**config.mk**
```make
export PLATFORM = sky130hd
export DESIGN_NAME = csa_mult_pipe
export DESIGN_NICKNAME = d
export VERILOG_FILES = /design/src/rtl/csa_mult_pkg.sv /design/src/rtl/csa_mult_ppgen.sv /design/src/rtl/csa_mult_layer.sv /design/src/rtl/csa_mult_cpa.sv /design/src/rtl/csa_mult_pipe.sv
export SDC_FILE = /design/constraint.sdc
export NUM_CORES = 1
export LEC_CHECK = 0
export BUFFER_PORTS_ARGS = -buffer_cell sky130_fd_sc_hd__buf_4
export CORE_MARGIN = 4
export CORE_UTILIZATION = 65
export DETAILED_ROUTE_END_ITERATION = 8
export PLACE_DENSITY = 0.8
export SETUP_SLACK_MARGIN = 0.15
export SYNTH_ARGS = -nofsm -noshare
export SYNTH_HDL_FRONTEND = slang
export SYNTH_HIERARCHICAL = 1
export SYNTH_SLANG_ARGS = --single-unit
```
**constraint.sdc**
```tcl
create_clock -name clk -period 3.5 [get_ports clk]
set_clock_uncertainty 0.1 [all_clocks]
set_input_delay 0.7 -clock clk [delete_from_list [all_inputs] [get_ports clk]]
set_output_delay 0.7 -clock clk [all_outputs]
set_load 0.02 [all_outputs]
```
**src/rtl/csa_mult_pkg.sv**
```systemverilog
`timescale 1ns/1ps
package csa_mult_pkg;

   typedef enum logic {
      CPA_RIPPLE = 1'b0,
      CPA_PREFIX = 1'b1
   } cpa_kind_e;

   // rows left after one layer of 3:2 compressors
   function automatic int rows_after(input int n);
      return 2 * (n / 3) + (n % 3);
   endfunction

   // rows present at the input of reduction level lvl
   function automatic int rows_at(input int n0, input int lvl);
      int r;
      r = n0;
      for (int i = 0; i < lvl; i++) r = rows_after(r);
      return r;
   endfunction

   // number of 3:2 levels needed to bring n0 rows down to two
   function automatic int csa_levels(input int n0);
      int r;
      int c;
      r = n0;
      c = 0;
      while (r > 2) begin
         r = rows_after(r);
         c++;
      end
      return c;
   endfunction

   // pipeline stage that owns reduction level lvl
   function automatic int stage_of(input int lvl, input int stages, input int levels);
      return (lvl * stages) / levels;
   endfunction

endpackage

```
**src/rtl/csa_mult_ppgen.sv**
```systemverilog
`timescale 1ns/1ps
module csa_mult_ppgen #(
   parameter int OP_W = 8
) (
   input  logic [OP_W-1:0]   mcand,
   input  logic [OP_W-1:0]   mplier,
   output logic [2*OP_W-1:0] pp [OP_W]
);
   localparam int PW = 2 * OP_W;

   if (PW != 2 * OP_W) begin : g_bad_pw
      $error("csa_mult_ppgen: row width mismatch");
   end

   for (genvar i = 0; i < OP_W; i++) begin : g_row
      assign pp[i] = {{OP_W{1'b0}}, mcand & {OP_W{mplier[i]}}} << i;
   end

endmodule

```
**src/rtl/csa_mult_layer.sv**
```systemverilog
`timescale 1ns/1ps
module csa_mult_layer #(
   parameter int PW    = 16,
   parameter int N_IN  = 8,
   parameter int N_OUT = 6
) (
   input  logic [PW-1:0] rows_i [N_IN],
   output logic [PW-1:0] rows_o [N_OUT]
);
   localparam int NGRP  = N_IN / 3;
   localparam int NPASS = N_IN % 3;

   if (N_OUT != 2 * NGRP + NPASS) begin : g_bad_rows
      $error("csa_mult_layer: N_OUT does not match N_IN");
   end
   if (PW < 2) begin : g_bad_w
      $error("csa_mult_layer: PW must be at least 2");
   end

   for (genvar g = 0; g < NGRP; g++) begin : g_grp
      logic [PW-2:0] ma, mb, mc;
      assign ma = rows_i[3*g][PW-2:0];
      assign mb = rows_i[3*g+1][PW-2:0];
      assign mc = rows_i[3*g+2][PW-2:0];
      // sum row: bitwise three-input parity
      assign rows_o[2*g]   = rows_i[3*g] ^ rows_i[3*g+1] ^ rows_i[3*g+2];
      // carry row: majority moved up one weight; the top carry leaves the modulus
      assign rows_o[2*g+1] = {(ma & mb) | (ma & mc) | (mb & mc), 1'b0};
   end

   for (genvar p = 0; p < NPASS; p++) begin : g_pass
      assign rows_o[2*NGRP+p] = rows_i[3*NGRP+p];
   end

endmodule

```
**src/rtl/csa_mult_cpa.sv**
```systemverilog
`timescale 1ns/1ps
module csa_mult_cpa
   import csa_mult_pkg::*;
#(
   parameter int        PW   = 16,
   parameter cpa_kind_e KIND = CPA_PREFIX
) (
   input  logic [PW-1:0] a,
   input  logic [PW-1:0] b,
   output logic [PW-1:0] sum
);
   localparam int NB = PW - 1;
   localparam int LG = (NB > 1) ? $clog2(NB) : 1;

   if (PW < 3) begin : g_bad_w
      $error("csa_mult_cpa: PW must be at least 3");
   end

   if (KIND == CPA_RIPPLE) begin : g_ripple
      logic [PW-1:0] cy;
      always_comb begin
         cy[0] = 1'b0;
         for (int i = 0; i < PW - 1; i++) begin
            cy[i+1] = (a[i] & b[i]) | (cy[i] & (a[i] ^ b[i]));
         end
         sum = a ^ b ^ cy;
      end
   end else begin : g_prefix
      logic [NB-1:0] gv, pv, gn, pn;
      always_comb begin
         int d;
         gv = a[NB-1:0] & b[NB-1:0];
         pv = a[NB-1:0] ^ b[NB-1:0];
         for (int s = 0; s < LG; s++) begin
            d  = 1 << s;
            gn = gv;
            pn = pv;
            for (int i = d; i < NB; i++) begin
               gn[i] = gv[i] | (pv[i] & gv[i-d]);
               pn[i] = pv[i] & pv[i-d];
            end
            gv = gn;
            pv = pn;
         end
         // gv[i] is now the carry out of bits [i:0]
         sum = a ^ b ^ {gv, 1'b0};
      end
   end

endmodule

```
**src/rtl/csa_mult_pipe.sv**
```systemverilog
`timescale 1ns/1ps
module csa_mult_pipe
   import csa_mult_pkg::*;
#(
   parameter int        OP_W       = 8,
   parameter int        CSA_STAGES = 3,
   parameter cpa_kind_e CPA_KIND   = CPA_PREFIX
) (
   input  logic              clk,
   input  logic              rst,
   input  logic              in_valid,
   input  logic [OP_W-1:0]   in_a,
   input  logic [OP_W-1:0]   in_b,
   output logic              out_valid,
   output logic [2*OP_W-1:0] out_p
);
   localparam int PW   = 2 * OP_W;
   localparam int NLVL = csa_levels(OP_W);
   localparam int LAT  = CSA_STAGES + 1;

   if (OP_W < 3) begin : g_bad_opw
      $error("csa_mult_pipe: OP_W must be at least 3");
   end
   if (CSA_STAGES < 1 || CSA_STAGES > NLVL) begin : g_bad_stages
      $error("csa_mult_pipe: CSA_STAGES must lie between 1 and the number of 3:2 levels");
   end

   // partial-product rows
   logic [PW-1:0] pp_rows [OP_W];

   csa_mult_ppgen #(.OP_W(OP_W)) u_ppgen (
      .mcand  (in_a),
      .mplier (in_b),
      .pp     (pp_rows)
   );

   // reduction levels, with a register cut after the last level of each stage
   for (genvar l = 0; l < NLVL; l++) begin : g_lvl
      localparam int NI = rows_at(OP_W, l);
      localparam int NO = rows_at(OP_W, l + 1);
      localparam bit CUT = (l == NLVL - 1) ||
                           (stage_of(l + 1, CSA_STAGES, NLVL) != stage_of(l, CSA_STAGES, NLVL));

      logic [PW-1:0] rows_i [NI];
      logic [PW-1:0] rows_c [NO];
      logic [PW-1:0] rows_o [NO];

      if (l == 0) begin : g_src_pp
         assign rows_i = pp_rows;
      end else begin : g_src_prev
         assign rows_i = g_lvl[l-1].rows_o;
      end

      csa_mult_layer #(.PW(PW), .N_IN(NI), .N_OUT(NO)) u_layer (
         .rows_i (rows_i),
         .rows_o (rows_c)
      );

      if (CUT) begin : g_reg
         always_ff @(posedge clk) begin
            rows_o <= rows_c;
         end
      end else begin : g_wire
         assign rows_o = rows_c;
      end
   end

   // final carry-propagate adder and output register
   logic [PW-1:0] cpa_sum;

   csa_mult_cpa #(.PW(PW), .KIND(CPA_KIND)) u_cpa (
      .a   (g_lvl[NLVL-1].rows_o[0]),
      .b   (g_lvl[NLVL-1].rows_o[1]),
      .sum (cpa_sum)
   );

   always_ff @(posedge clk) begin
      out_p <= cpa_sum;
   end

   // valid flags travel beside the data, one per register cut
   logic [LAT-1:0] vld_q;

   always_ff @(posedge clk) begin
      if (rst) vld_q <= '0;
      else     vld_q <= {vld_q[LAT-2:0], in_valid};
   end

   assign out_valid = vld_q[LAT-1];

endmodule

```
# == Yosys cells after proc, flatten, opt, wreduce, memory -nomap -nowiden ==
# Cells that the tools add are included.
# totals
wordCells,186
output_inout_bits,17
ff_bits,159
input_bits,19
# classes
n_bitwise,175
# ops
operator,n
15-bit OR,12
15-bit bitwise AND,11
16-bit bitwise XOR,8
1-bit bitwise AND,76
8-bit bitwise AND,8
1-bit OR,45
16-bit by 10-bit bitwise XOR with 16-bit output,1
16-bit by 13-bit bitwise XOR with 16-bit output,1
16-bit by 14-bit bitwise XOR with 16-bit output,1
16-bit by 15-bit bitwise XOR with 16-bit output,1
14-bit by 15-bit bitwise AND with 15-bit output,1
15-bit by 14-bit bitwise AND with 15-bit output,1
15-bit bitwise XOR,1
11-bit by 13-bit bitwise AND with 13-bit output,1
12-bit by 13-bit bitwise AND with 13-bit output,1
11-bit by 12-bit bitwise AND with 12-bit output,1
11-bit by 12-bit bitwise XOR with 12-bit output,1
8-bit by 10-bit bitwise AND with 10-bit output,1
9-bit by 10-bit bitwise AND with 10-bit output,1
8-bit by 9-bit bitwise AND with 9-bit output,1
8-bit by 9-bit bitwise XOR with 9-bit output,1

# == Logic depth before layout (Yosys ltp) ==
# Gate-level depths: netlist of the first run.
# logic_depth
word_depth,9
ltp_mapped,7

# == Cells and area by module ==
# Netlist of the first run, hierarchy kept.
# modules_own_cells
module,instances,cells_per_inst,area_each_um2,seq_area_each_um2
csa_mult_pipe,1,168,3308.2,3283.1
csa_mult_layer (g_lvl[0].u_layer),1,67,907.1,0.0
csa_mult_ppgen,1,129,884.6,0.0
csa_mult_cpa,1,105,738.2,0.0
csa_mult_layer (g_lvl[1].u_layer),1,35,666.9,0.0
csa_mult_layer (g_lvl[2].u_layer),1,34,455.4,0.0
csa_mult_layer (g_lvl[3].u_layer),1,18,335.3,0.0

# == Worst setup path after synthesis of the first run ==
# Ideal clock, no wire load.
# synth_path
path_type,in2reg
startpoint,input in_b[5]
endpoint,register g_lvl[1].rows_o[53] in the netlist's numbering
slack_ns,1.455
path_buffers,0
setup_time_ns,0.131
stages,3
required_ns,3.269
t_arrival_ns,1.814
path_cell_list,and2_1 > fa_1 > fa_1
# synth_lines
item,line,text
start: declaration,csa_mult_pipe.sv:13,"input logic [OP_W-1:0] in_b,"
end signal: assignment,csa_mult_pipe.sv:61,rows_o <= rows_c;
end: declaration,csa_mult_pipe.sv:46,logic [PW-1:0] rows_o [NO];

# == Final worst setup path of the first run ==
# layout_path
startpoint,register g_lvl[3].rows_o[16] in the netlist's numbering
endpoint,register out_p[14]
# layout_between
elab_chain_len,8
# layout_rtl
item,line,text
start: declaration,csa_mult_pipe.sv:46,
start signal: assignment,csa_mult_pipe.sv:61,
15-bit bitwise AND,csa_mult_cpa.sv:32,gv = a[NB-1:0] & b[NB-1:0];
1-bit bitwise AND,csa_mult_cpa.sv:39,gn[i] = gv[i] | (pv[i] & gv[i-d]);
1-bit OR,csa_mult_cpa.sv:39,
1-bit bitwise AND,csa_mult_cpa.sv:39,
1-bit OR,csa_mult_cpa.sv:39,
1-bit bitwise AND,csa_mult_cpa.sv:39,
1-bit OR,csa_mult_cpa.sv:39,
16-bit bitwise XOR,csa_mult_cpa.sv:46,"sum = a ^ b ^ {gv, 1'b0};"
via cpa_sum[14],csa_mult_pipe.sv:69,logic [PW-1:0] cpa_sum;
end signal: assignment,csa_mult_pipe.sv:78,out_p <= cpa_sum;
end: declaration,csa_mult_pipe.sv:15,output logic [2*OP_W-1:0] out_p
# The timed path passes the listed nets, and every way through them passes these cells.
# A chain may end at the register's enable or synchronous reset.

==> results.json, run 1 <==
{
  "fin_setup_tns_ns": 0,
  "min_period_over_period_pct": 62.5,
  "holdPathStages": 0,
  "routed_wl_mm": 10.4,
  "start_util_pct": 66.7,
  "dp_hpwl_mm": 7.57,
  "cts_tree": "built",
  "crit_family": "compound AO/OA/AOI/OAI gates",
  "cts_buffer_depth": 2,
  "hp-class": "reg2reg",
  "cts_buffers": 17,
  "placed_cells": 677,
  "postCtsHoldBufs": 0,
  "routed_via_density": 4.74,
  "start_kind": "flip-flop",
  "p_int_w": 0.00450,
  "yosysSeqAreaShare_pct": 45.0,
  "end_kind": "flip-flop",
  "synth_warnings": 6,
  "period_needed_ns": 2.19,
  "cts_sinks": 164,
  "regToRegEndpoint": "out_p[14]$_DFF_P_",
  "status": "completed",
  "setup_viol": 0,
  "ant_nets": 0,
  "grt_overflow": 0,
  "p_leak_nw": 3.46,
  "hold_viol_final": 0,
  "dieHeight_um": 114,
  "clkPwrFrac_pct": 26.4,
  "comb_power_share_pct": 31.4,
  "cap_viol_max_count": 0,
  "grt_first_pass_wirelength_mm": 17.9,
  "drtIter0Drc": 135,
  "p_switching_w": 0.00211,
  "cp_max_fo": 3,
  "synth.distinct_cells": 33,
  "syn_area_mm2": 0.00730,
  "fmax_mhz": 457,
  "required_ns": 3.74,
  "postPlaceCellArea_mm2": 0.00709,
  "slew_viol_final": 0,
  "reg2reg_from": "g_lvl[3].rows_o[16]$_DFF_P_",
  "cp_slowest_cell": "o41ai_1",
  "route.detailed.drc": 0,
  "antennaDiodeCount": 0,
  "clk_pin_slew_ns": 0.06,
  "grt_max_degree": 17,
  "fp.dieW_um": 114,
  "wl_per_cell_um": 14.7,
  "finish.utilization_pct": 70.0,
  "p_sw_share_pct": 32.0,
  "cts_resized": 0,
  "num_io_pins": 36,
  "htree_levels": 4,
  "grt_antenna_before_repair": 0,
  "max_stage_delay_ns": 0.43,
  "rsz0062_at_grt": "no",
  "final_common_cell": "dfxtp_1",
  "dr.pass1.iters": 4,
  "worstPathBufferInverterCount": 0,
  "vias": 3358,
  "grtUsageTotal_pct": 18.2,
  "reg2reg_depth": 7,
  "crit_cells": 7,
  "setup_ws_ns": 1.31,
  "p_per_area_mw_per_mm2": 863,
  "clock_latency_ns": 0.41,
  "rrSetupSlack_ns": 1.31,
  "fin_cells": 709,
  "pre_cts_slack_ns": 1.23,
  "grt_pass1_vias": 3674,
  "drive_gt1_share_pct": 12.1,
  "crit_chain": "ha_1 > fa_1 > a21o_1 > nand4_1 > a21oi_2 > o41ai_1 > xnor2_1",
  "pwr-share-seq_pct": 42.3,
  "syn_to_final_growth_pct": 4.97,
  "mostFrequentLayoutCells": "dfxtp_1 (164), fa_1 (91), conb_1 (70)",
  "ir_drop_mv": 0.594,
  "core_area_mm2": 0.0109,
  "row_count": 38,
  "synth_seq_cells": 164,
  "min_from": "g_lvl[1].rows_o[1]$_DFF_P_",
  "whs_endpoint": "g_lvl[2].rows_o[1]$_DFF_P_",
  "post-cts-setup-buffers": 0,
  "root_buffer": "clkbuf_16",
  "path_class": "reg2reg",
  "fin_area_mm2": 0.00766,
  "netlist_instances": 556,
  "fin_nets": 681,
  "die_area_mm2": 0.0130,
  "portBuffers": 35,
  "syn_area_per_cell_um2": 13.1,
  "gp_congestion": 0.896,
  "worst_ep_arrival_time_ns": 2.43
}
-- registers in the layout, summed over array words and instances (netlist names) --
register,count
g_lvl.rows_o,144
vld_q,4
out_p,16
-- power groups by stage --
stage / Sequential, W / Combinational, W / Clock, W
finish: 0.00279 / 0.00207 / 0.00174
global route: 0.00287 / 0.00234 / 0.00185
CTS: 0.00281 / 0.00205 / 0.00178
detailed placement: 0.00283 / 0.00202 / 0
global placement: 0.00280 / 0.00194 / 0
floorplan: 0.00289 / 0.00145 / 0
-- synth_stat cells --
cell        n  area [µm²]
dfxtp_1   164        3280
buf_4     118         886
fa_1       91        1820
and2_1     64         400
ha_1       15         188
a21oi_1    13        65.1
nand2_1     9        33.8
nor2_1      8        30.0
xnor2_1     7        61.3
nand3_1     6        30.0
o21ai_0     6        30.0
xor3_1      6         143
conb_1      5        18.8
nor2b_1     5        31.3
nor3_1      5        25.0
xor2_1      5        43.8
o41ai_1     4        35.0
a21o_1      3        22.5
o211ai_1    3        22.5
a21oi_2     2        17.5
inv_1       2        7.51
nand2b_1    2        12.5
nand4_1     2        12.5
o21bai_1    2        15.0
a21boi_0    1        7.51
a31oi_1     1        6.26
buf_2       1        5.00
nor3b_1     1        7.51
nor4_1      1        6.26
o21ai_1     1        5.00
o22a_1      1        8.76
o22ai_1     1        6.26
or4_1       1        7.51
-- area by class of cell --
class,count,area (µm²)
Timing Repair Buffer,35,263
Tap cell,140,175
Clock buffer,20,467
Clock inverter,12,105
Sequential cell,164,3280
Multi-Input combinational cell,336,3360
Fill cell,718,3280
Inverter,2,7.51
-- worst register-to-register path, delay by kind of cell (launching register included) --
family / cells / cell delay (ns)
simple gates: 1 / 0.17
flops: 1 / 0.31
fa+ha+maj: 2 / 0.64
compound gates: 3 / 0.75
xor+xnor: 1 / 0.16
-- cells by family (layout without fill, tap and decap cells) --
family | after synthesis | count (layout) | synth area share (%)
XOR/XNOR | 18 | 18 | 3.40
AND/OR/NAND/NOR | 104 | 104 | 8.18
other | 5 | 70 | 0.257
adder cells (fa/ha/maj) | 106 | 106 | 27.5
AO/OA/AOI/OAI | 38 | 38 | 3.31
buffers and inverters | 121 | 69 | 12.3
flip-flops | 164 | 164 | 45.0
-- metal layers --
metal / track usage, % / up-vias / share of wire [%]
li1: - / 1595 / -
met1: 23.0 / 1648 / 43
met2: 30.1 / 100 / 50
met3: 5.31 / 15 / 5.2
met4: 6.73 / 0 / 1.4
met5: 0 / - / 0
-- worst max path at each step --
stage	slack [ns]	from	endpoint
2_1_floorplan	1.46	in_b[5]	g_lvl[1].rows_o[53]$_DFF_P_
4_1_cts	1.31	g_lvl[3].rows_o[16]$_DFF_P_	out_p[14]$_DFF_P_
3_3_place_gp	1.29	in_b[5]	g_lvl[1].rows_o[59]$_DFF_P_
3_5_place_dp	1.23	in_a[7]	g_lvl[1].rows_o[60]$_DFF_P_
6_report	1.31	g_lvl[3].rows_o[16]$_DFF_P_	out_p[14]$_DFF_P_
5_1_grt	1.16	g_lvl[3].rows_o[16]$_DFF_P_	out_p[12]$_DFF_P_
-- stage by stage --
stage | hold WS (ns) | total power, W
global placement | 0.212 | 0.00473
finish | 0.223 | 0.00661
global route | 0.234 | 0.00706
CTS | 0.225 | 0.00664
floorplan | 0.300 | 0.00434
detailed placement | 0.212 | 0.00485
Power figures use the tool's default switching activity.
==> run 2: changes to the inputs <==
Settings changed: CORE_UTILIZATION 65 to 56, PLACE_DENSITY 0.8 to 0.73.
Clock period 3.5 ns to 1.8 ns, I/O delays scaled along.
==> run 2 against run 1 <==
Net effect: the run now ends with setup timing left; hold slack lost 0.19 ns; count of clock-buffer cells in the layout increased by 3; sequential power up 94%; final cell count increased by 6.3%; fmax rose by 11%; routed wire length decreased by 5.4%; critical endpoint unchanged; highest routed layer unchanged.
==> results.json, run 2 (synthesis results as in run 1) <==
{
  "largest_register_ffs": 144,
  "cp_slowest_cell": "fa_2",
  "start_util_pct": 57.6,
  "reg2reg_depth": 7,
  "grtUsageTotal_pct": 15.5,
  "whs_endpoint": "vld_q[3]$_SDFF_PP0_",
  "grt_overflow": 0,
  "finish.utilization_pct": 62.2,
  "antennaDiodeCount": 0,
  "cap_viol_max_count": 0,
  "route.detailed.drc": 0,
  "drive_gt1_share_pct": 16.7,
  "grt_first_pass_wirelength_mm": 17.5,
  "cts_tree": "built",
  "max_stage_delay_ns": 0.36,
  "slew_viol_final": 0,
  "cp_max_fo": 3,
  "dr.pass1.iters": 4,
  "regMostFlops": "g_lvl.rows_o",
  "violations": "setup timing",
  "routed_via_density": 4.45,
  "hold_viol_final": 0,
  "cts_buffer_depth": 2,
  "fin_nets": 697,
  "vias": 3354,
  "syn_to_final_growth_pct": 8.11,
  "routed_wl_mm": 9.85,
  "wl_per_cell_um": 13.1,
  "postCtsHoldBufs": 0,
  "gp_congestion": 0.875,
  "cts_sinks": 164,
  "final_common_cell": "dfxtp_1",
  "grt_max_degree": 17,
  "rsz0062_at_grt": "yes",
  "dp_hpwl_mm": 7.28,
  "required_ns": 2.04,
  "fmax_mhz": 506,
  "p_leak_nw": 3.57,
  "postPlaceCellArea_mm2": 0.00726,
  "holdPathStages": 2,
  "p_per_area_mw_per_mm2": 1690,
  "grt_pass1_vias": 3641,
  "min_period_over_period_pct": 110,
  "regToRegEndpoint": "out_p[14]$_DFF_P_",
  "rrSetupSlack_ns": -0.18,
  "path_class": "reg2reg",
  "row_count": 41,
  "total_power_w": 0.0133,
  "htree_levels": 4,
  "setup_ws_ns": -0.176,
  "clk_pin_slew_ns": 0.06,
  "end_kind": "flip-flop",
  "ir_drop_mv": 0.964,
  "start_kind": "flip-flop",
  "pre_cts_slack_ns": -0.158,
  "min_from": "rst",
  "cts_buffers": 17,
  "portBuffers": 35,
  "core_area_mm2": 0.0127,
  "root_buffer": "clkbuf_16",
  "reg.largest.list": "g_lvl.rows_o x144, out_p x16, vld_q x4",
  "hold_ws_ns": 0.0315,
  "dieHeight_um": 122,
  "ant_nets": 0,
  "setup_viol": 3,
  "num_io_pins": 36,
  "drtIter0Drc": 96,
  "clock_latency_ns": 0.41,
  "fin_area_mm2": 0.00789,
  "period_needed_ns": 1.98,
  "hp-class": "in2reg",
  "fp.dieW_um": 122,
  "grt_antenna_before_repair": 0,
  "die_area_mm2": 0.0149,
  "status": "complete, but fails checks",
  "crit_chain": "ha_4 > fa_2 > a21o_1 > nand4_1 > a21oi_2 > o41ai_2 > xnor2_1",
  "reg2reg_from": "g_lvl[3].rows_o[0]$_DFF_P_",
  "worst_ep_arrival_time_ns": 2.21,
  "mostFrequentLayoutCells": "dfxtp_1 (163), fa_1 (90), conb_1 (70)"
}
## run 2: cell types whose count changed in the layout (fill, tap and decap cells not counted), moves of 3 or more
cell	delta
clkbuf_1	+4
clkinv_4	-3
o41ai_2	+4
and2_1	-6
and2_4	+6
buf_4	+15
o41ai_1	-4
## run 2: final cells by class
| cell class | instances | area [µm²] |
|---|---|---|
| Clock inverter | 6 | 80.1 |
| Fill cell | 965 | 4780 |
| Multi-Input combinational cell | 336 | 3450 |
| Clock buffer | 23 | 468 |
| Timing Repair Buffer | 51 | 387 |
| Inverter | 2 | 7.51 |
| Sequential cell | 164 | 3280 |
| Tap cell | 172 | 215 |
## run 2: per-stage QoR
| stage | cells | setup TNS, ns |
|---|---|---|
| 6_report | 754 | -0.466 |
| 5_1_grt | 754 | -1.02 |
| 4_1_cts | 753 | -0.406 |
| 3_5_place_dp | 722 | -1.47 |
| 3_3_place_gp | 722 | -0.921 |
| 2_1_floorplan | 621 | -0.118 |
## run 2: what timing repair did
action,4_1_cts,5_1_grt
gates cloned,0,0
pin swaps,5,3
hold endpoints to repair,0,0
endpoints found under the setup margin,10,11
gates resized for setup,9,3
buffers inserted,2,1
## run 2: worst max path at each step
stage / start / end / cells after the start
after floorplan: g_lvl[3].rows_o[0]$_DFF_P_ / out_p[14]$_DFF_P_ / 7
after global placement: g_lvl[3].rows_o[0]$_DFF_P_ / out_p[12]$_DFF_P_ / 7
after detailed placement: g_lvl[3].rows_o[0]$_DFF_P_ / out_p[14]$_DFF_P_ / 7
after CTS: g_lvl[3].rows_o[0]$_DFF_P_ / out_p[14]$_DFF_P_ / 7
after global routing: g_lvl[3].rows_o[0]$_DFF_P_ / out_p[14]$_DFF_P_ / 7
final: g_lvl[3].rows_o[0]$_DFF_P_ / out_p[14]$_DFF_P_ / 7
## run 2: where the power goes
group	internal, W	leakage (nW)	switching (W)
combinational	0.00217	1.92	0.00240
clock	0.00208	0.273	0.00124
sequential	0.00490	1.38	0.000508
## run 2: layer usage
metal  up-vias  share of wire [%]  track usage, %  wire length, µm
met3        14                4.9            4.18              480
met1      1649                 46            20.8             4500
met4         0                1.8            6.44              179
met5         -                  0               0                0
li1       1614                  -               -                -
met2        77                 48            23.9             4690
## run 2: critical path, delay by kind of cell, from the launching register on
kind / cells / cell delay, ns
AO/OA/AOI/OAI: 3 / 0.63
adder cells (fa/ha/maj): 2 / 0.53
flip-flops: 1 / 0.33
AND/OR/NAND/NOR: 1 / 0.17
XOR/XNOR: 1 / 0.15
==> run 3: changes to the inputs <==
Settings changed: PLACE_DENSITY 0.73 to 0.77.
==> run 3 against run 2 <==
Net effect: the flow still finishes with violations (setup timing); sequential power increased by 0.7%; fmax decreased by 1.5%; setup slack got worse by 0.031 ns; hold slack got worse by 0.0037 ns; critical endpoint is now out_p[8]$_DFF_P_.
==> results.json, run 3 (synthesis results as in run 1) <==
{
  "start_util_pct": 57.6,
  "min_from": "rst",
  "total_power_w": 0.0139,
  "wl_per_cell_um": 14.1,
  "hp-class": "in2reg",
  "fillCellCount": 926,
  "fmax_mhz": 498,
  "fp.dieW_um": 122,
  "portBuffers": 35,
  "cts_buffers": 17,
  "path_class": "reg2reg",
  "grt_max_degree": 17,
  "cts_sinks": 164,
  "drtIter0Drc": 151,
  "worst_ep_arrival_time_ns": 2.26,
  "start_kind": "flip-flop",
  "dr.pass1.iters": 4,
  "grtUsageTotal_pct": 16.7,
  "cp_max_fo": 2,
  "row_count": 41,
  "clock_latency_ns": 0.41,
  "setup_ws_ns": -0.207,
  "die_area_mm2": 0.0149,
  "grt_pass1_vias": 3853,
  "cts_buffer_depth": 2,
  "hold_viol_final": 0,
  "root_buffer": "clkbuf_16",
  "setup_viol": 3,
  "drive_gt1_share_pct": 19.7,
  "num_io_pins": 36,
  "route.detailed.drc": 0,
  "grt_first_pass_wirelength_mm": 18.8,
  "status": "complete, but fails checks",
  "htree_levels": 4,
  "ant_nets": 0,
  "rsz0062_at_grt": "yes",
  "required_ns": 2.05,
  "p_leak_nw": 3.59,
  "ir_drop_mv": 0.996,
  "core_area_mm2": 0.0127,
  "violations": "setup timing",
  "final_common_cell": "dfxtp_1",
  "reg.largest.list": "g_lvl.rows_o x144, out_p x16, vld_q x4",
  "grt_overflow": 0,
  "grt_antenna_before_repair": 0,
  "regMostFlops": "g_lvl.rows_o",
  "dp_hpwl_mm": 7.56,
  "fin_setup_tns_ns": -0.546,
  "fin_nets": 699,
  "slew_viol_final": 0,
  "routed_wl_mm": 10.7,
  "p_per_area_mw_per_mm2": 1730,
  "reg2reg_from": "g_lvl[3].rows_o[16]$_DFF_P_",
  "vias": 3382,
  "cts_tree": "built",
  "cap_viol_max_count": 0,
  "startpoint": "g_lvl[3].rows_o[16]$_DFF_P_",
  "fin_cells": 757,
  "period_needed_ns": 2.01,
  "end_kind": "flip-flop",
  "gp_congestion": 0.872,
  "min_period_over_period_pct": 111,
  "placed_cells": 723,
  "mostFrequentLayoutCells": "dfxtp_1 (162), fa_1 (90), conb_1 (70)",
  "clk_pin_slew_ns": 0.06,
  "antennaDiodeCount": 0,
  "largest_register_ffs": 144,
  "dieHeight_um": 122,
  "routed_via_density": 4.47,
  "syn_to_final_growth_pct": 9.69
}
==> run 3: area by class of cell <==
type	count	area [µm²]	share of cell area [%]
tap	172	215	2.69
clock buffer	21	480	6.00
sequential	164	3290	41.1
timing repair buffer	53	398	4.97
multi-input combinational	336	3510	43.9
inverter	2	7.51	0.0938
clock inverter	9	104	1.30
==> run 3: power breakdown <==
group          internal, W  leakage, nW  switching, W
clock network      0.00216        0.287       0.00130
logic              0.00234         1.93       0.00261
registers          0.00491         1.38      0.000543
total              0.00941         3.59       0.00445
==> run 3: worst max-delay path: stages, from the launching register on <==
cell and delay [ns]:
dfxtp_2 0.33, ha_4 0.16, fa_2 0.35, a21o_1 0.20
nand4_1 0.13, buf_4 0.14, a21boi_2 0.05, or4_4 0.42
nand3_2 0.08
==> run 3: routing by layer <==
metal | share of wire [%] | vias to the layer above | GRT usage [%]
met2 | 50 | 79 | 27.5
met5 | 0 | - | 0
met1 | 43 | 1666 | 20.9
met4 | 2.1 | 0 | 7.00
met3 | 4.4 | 20 | 4.74
li1 | - | 1617 | -
==> run 3: final timing paths <==
| check | end | slack, ns | cells after the start |
|---|---|---|---|
| worst min-delay path | vld_q[2]$_SDFF_PP0_ | 0.03 | 2 |
| worst max-delay path | out_p[8]$_DFF_P_ | -0.21 | 8 |
| worst max register to register | out_p[8]$_DFF_P_ | -0.21 | 8 |
| worst min register to register | g_lvl[2].rows_o[2]$_DFF_P_ | 0.22 | 0 |
==> run 3: per-stage QoR <==
step	area [µm²]	utilization [%]	hold slack, ns	setup slack (ns)
5_1_grt	8000	63.2	0.0150	-0.278
3_5_place_dp	7270	57.4	0.212	-0.161
3_3_place_gp	7270	57.4	0.213	-0.100
4_1_cts	7940	62.7	0.00613	-0.185
2_1_floorplan	7580	-	0.300	-0.0436
6_report	8000	63.2	0.0278	-0.207
==> run 3: timing repair <==
item                                    4_1_cts  5_1_grt
resized for setup                            15       10
hold buffers                                  0        0
buffers inserted                              2        2
endpoints found under the setup margin       10       11
pin swaps                                     7       14
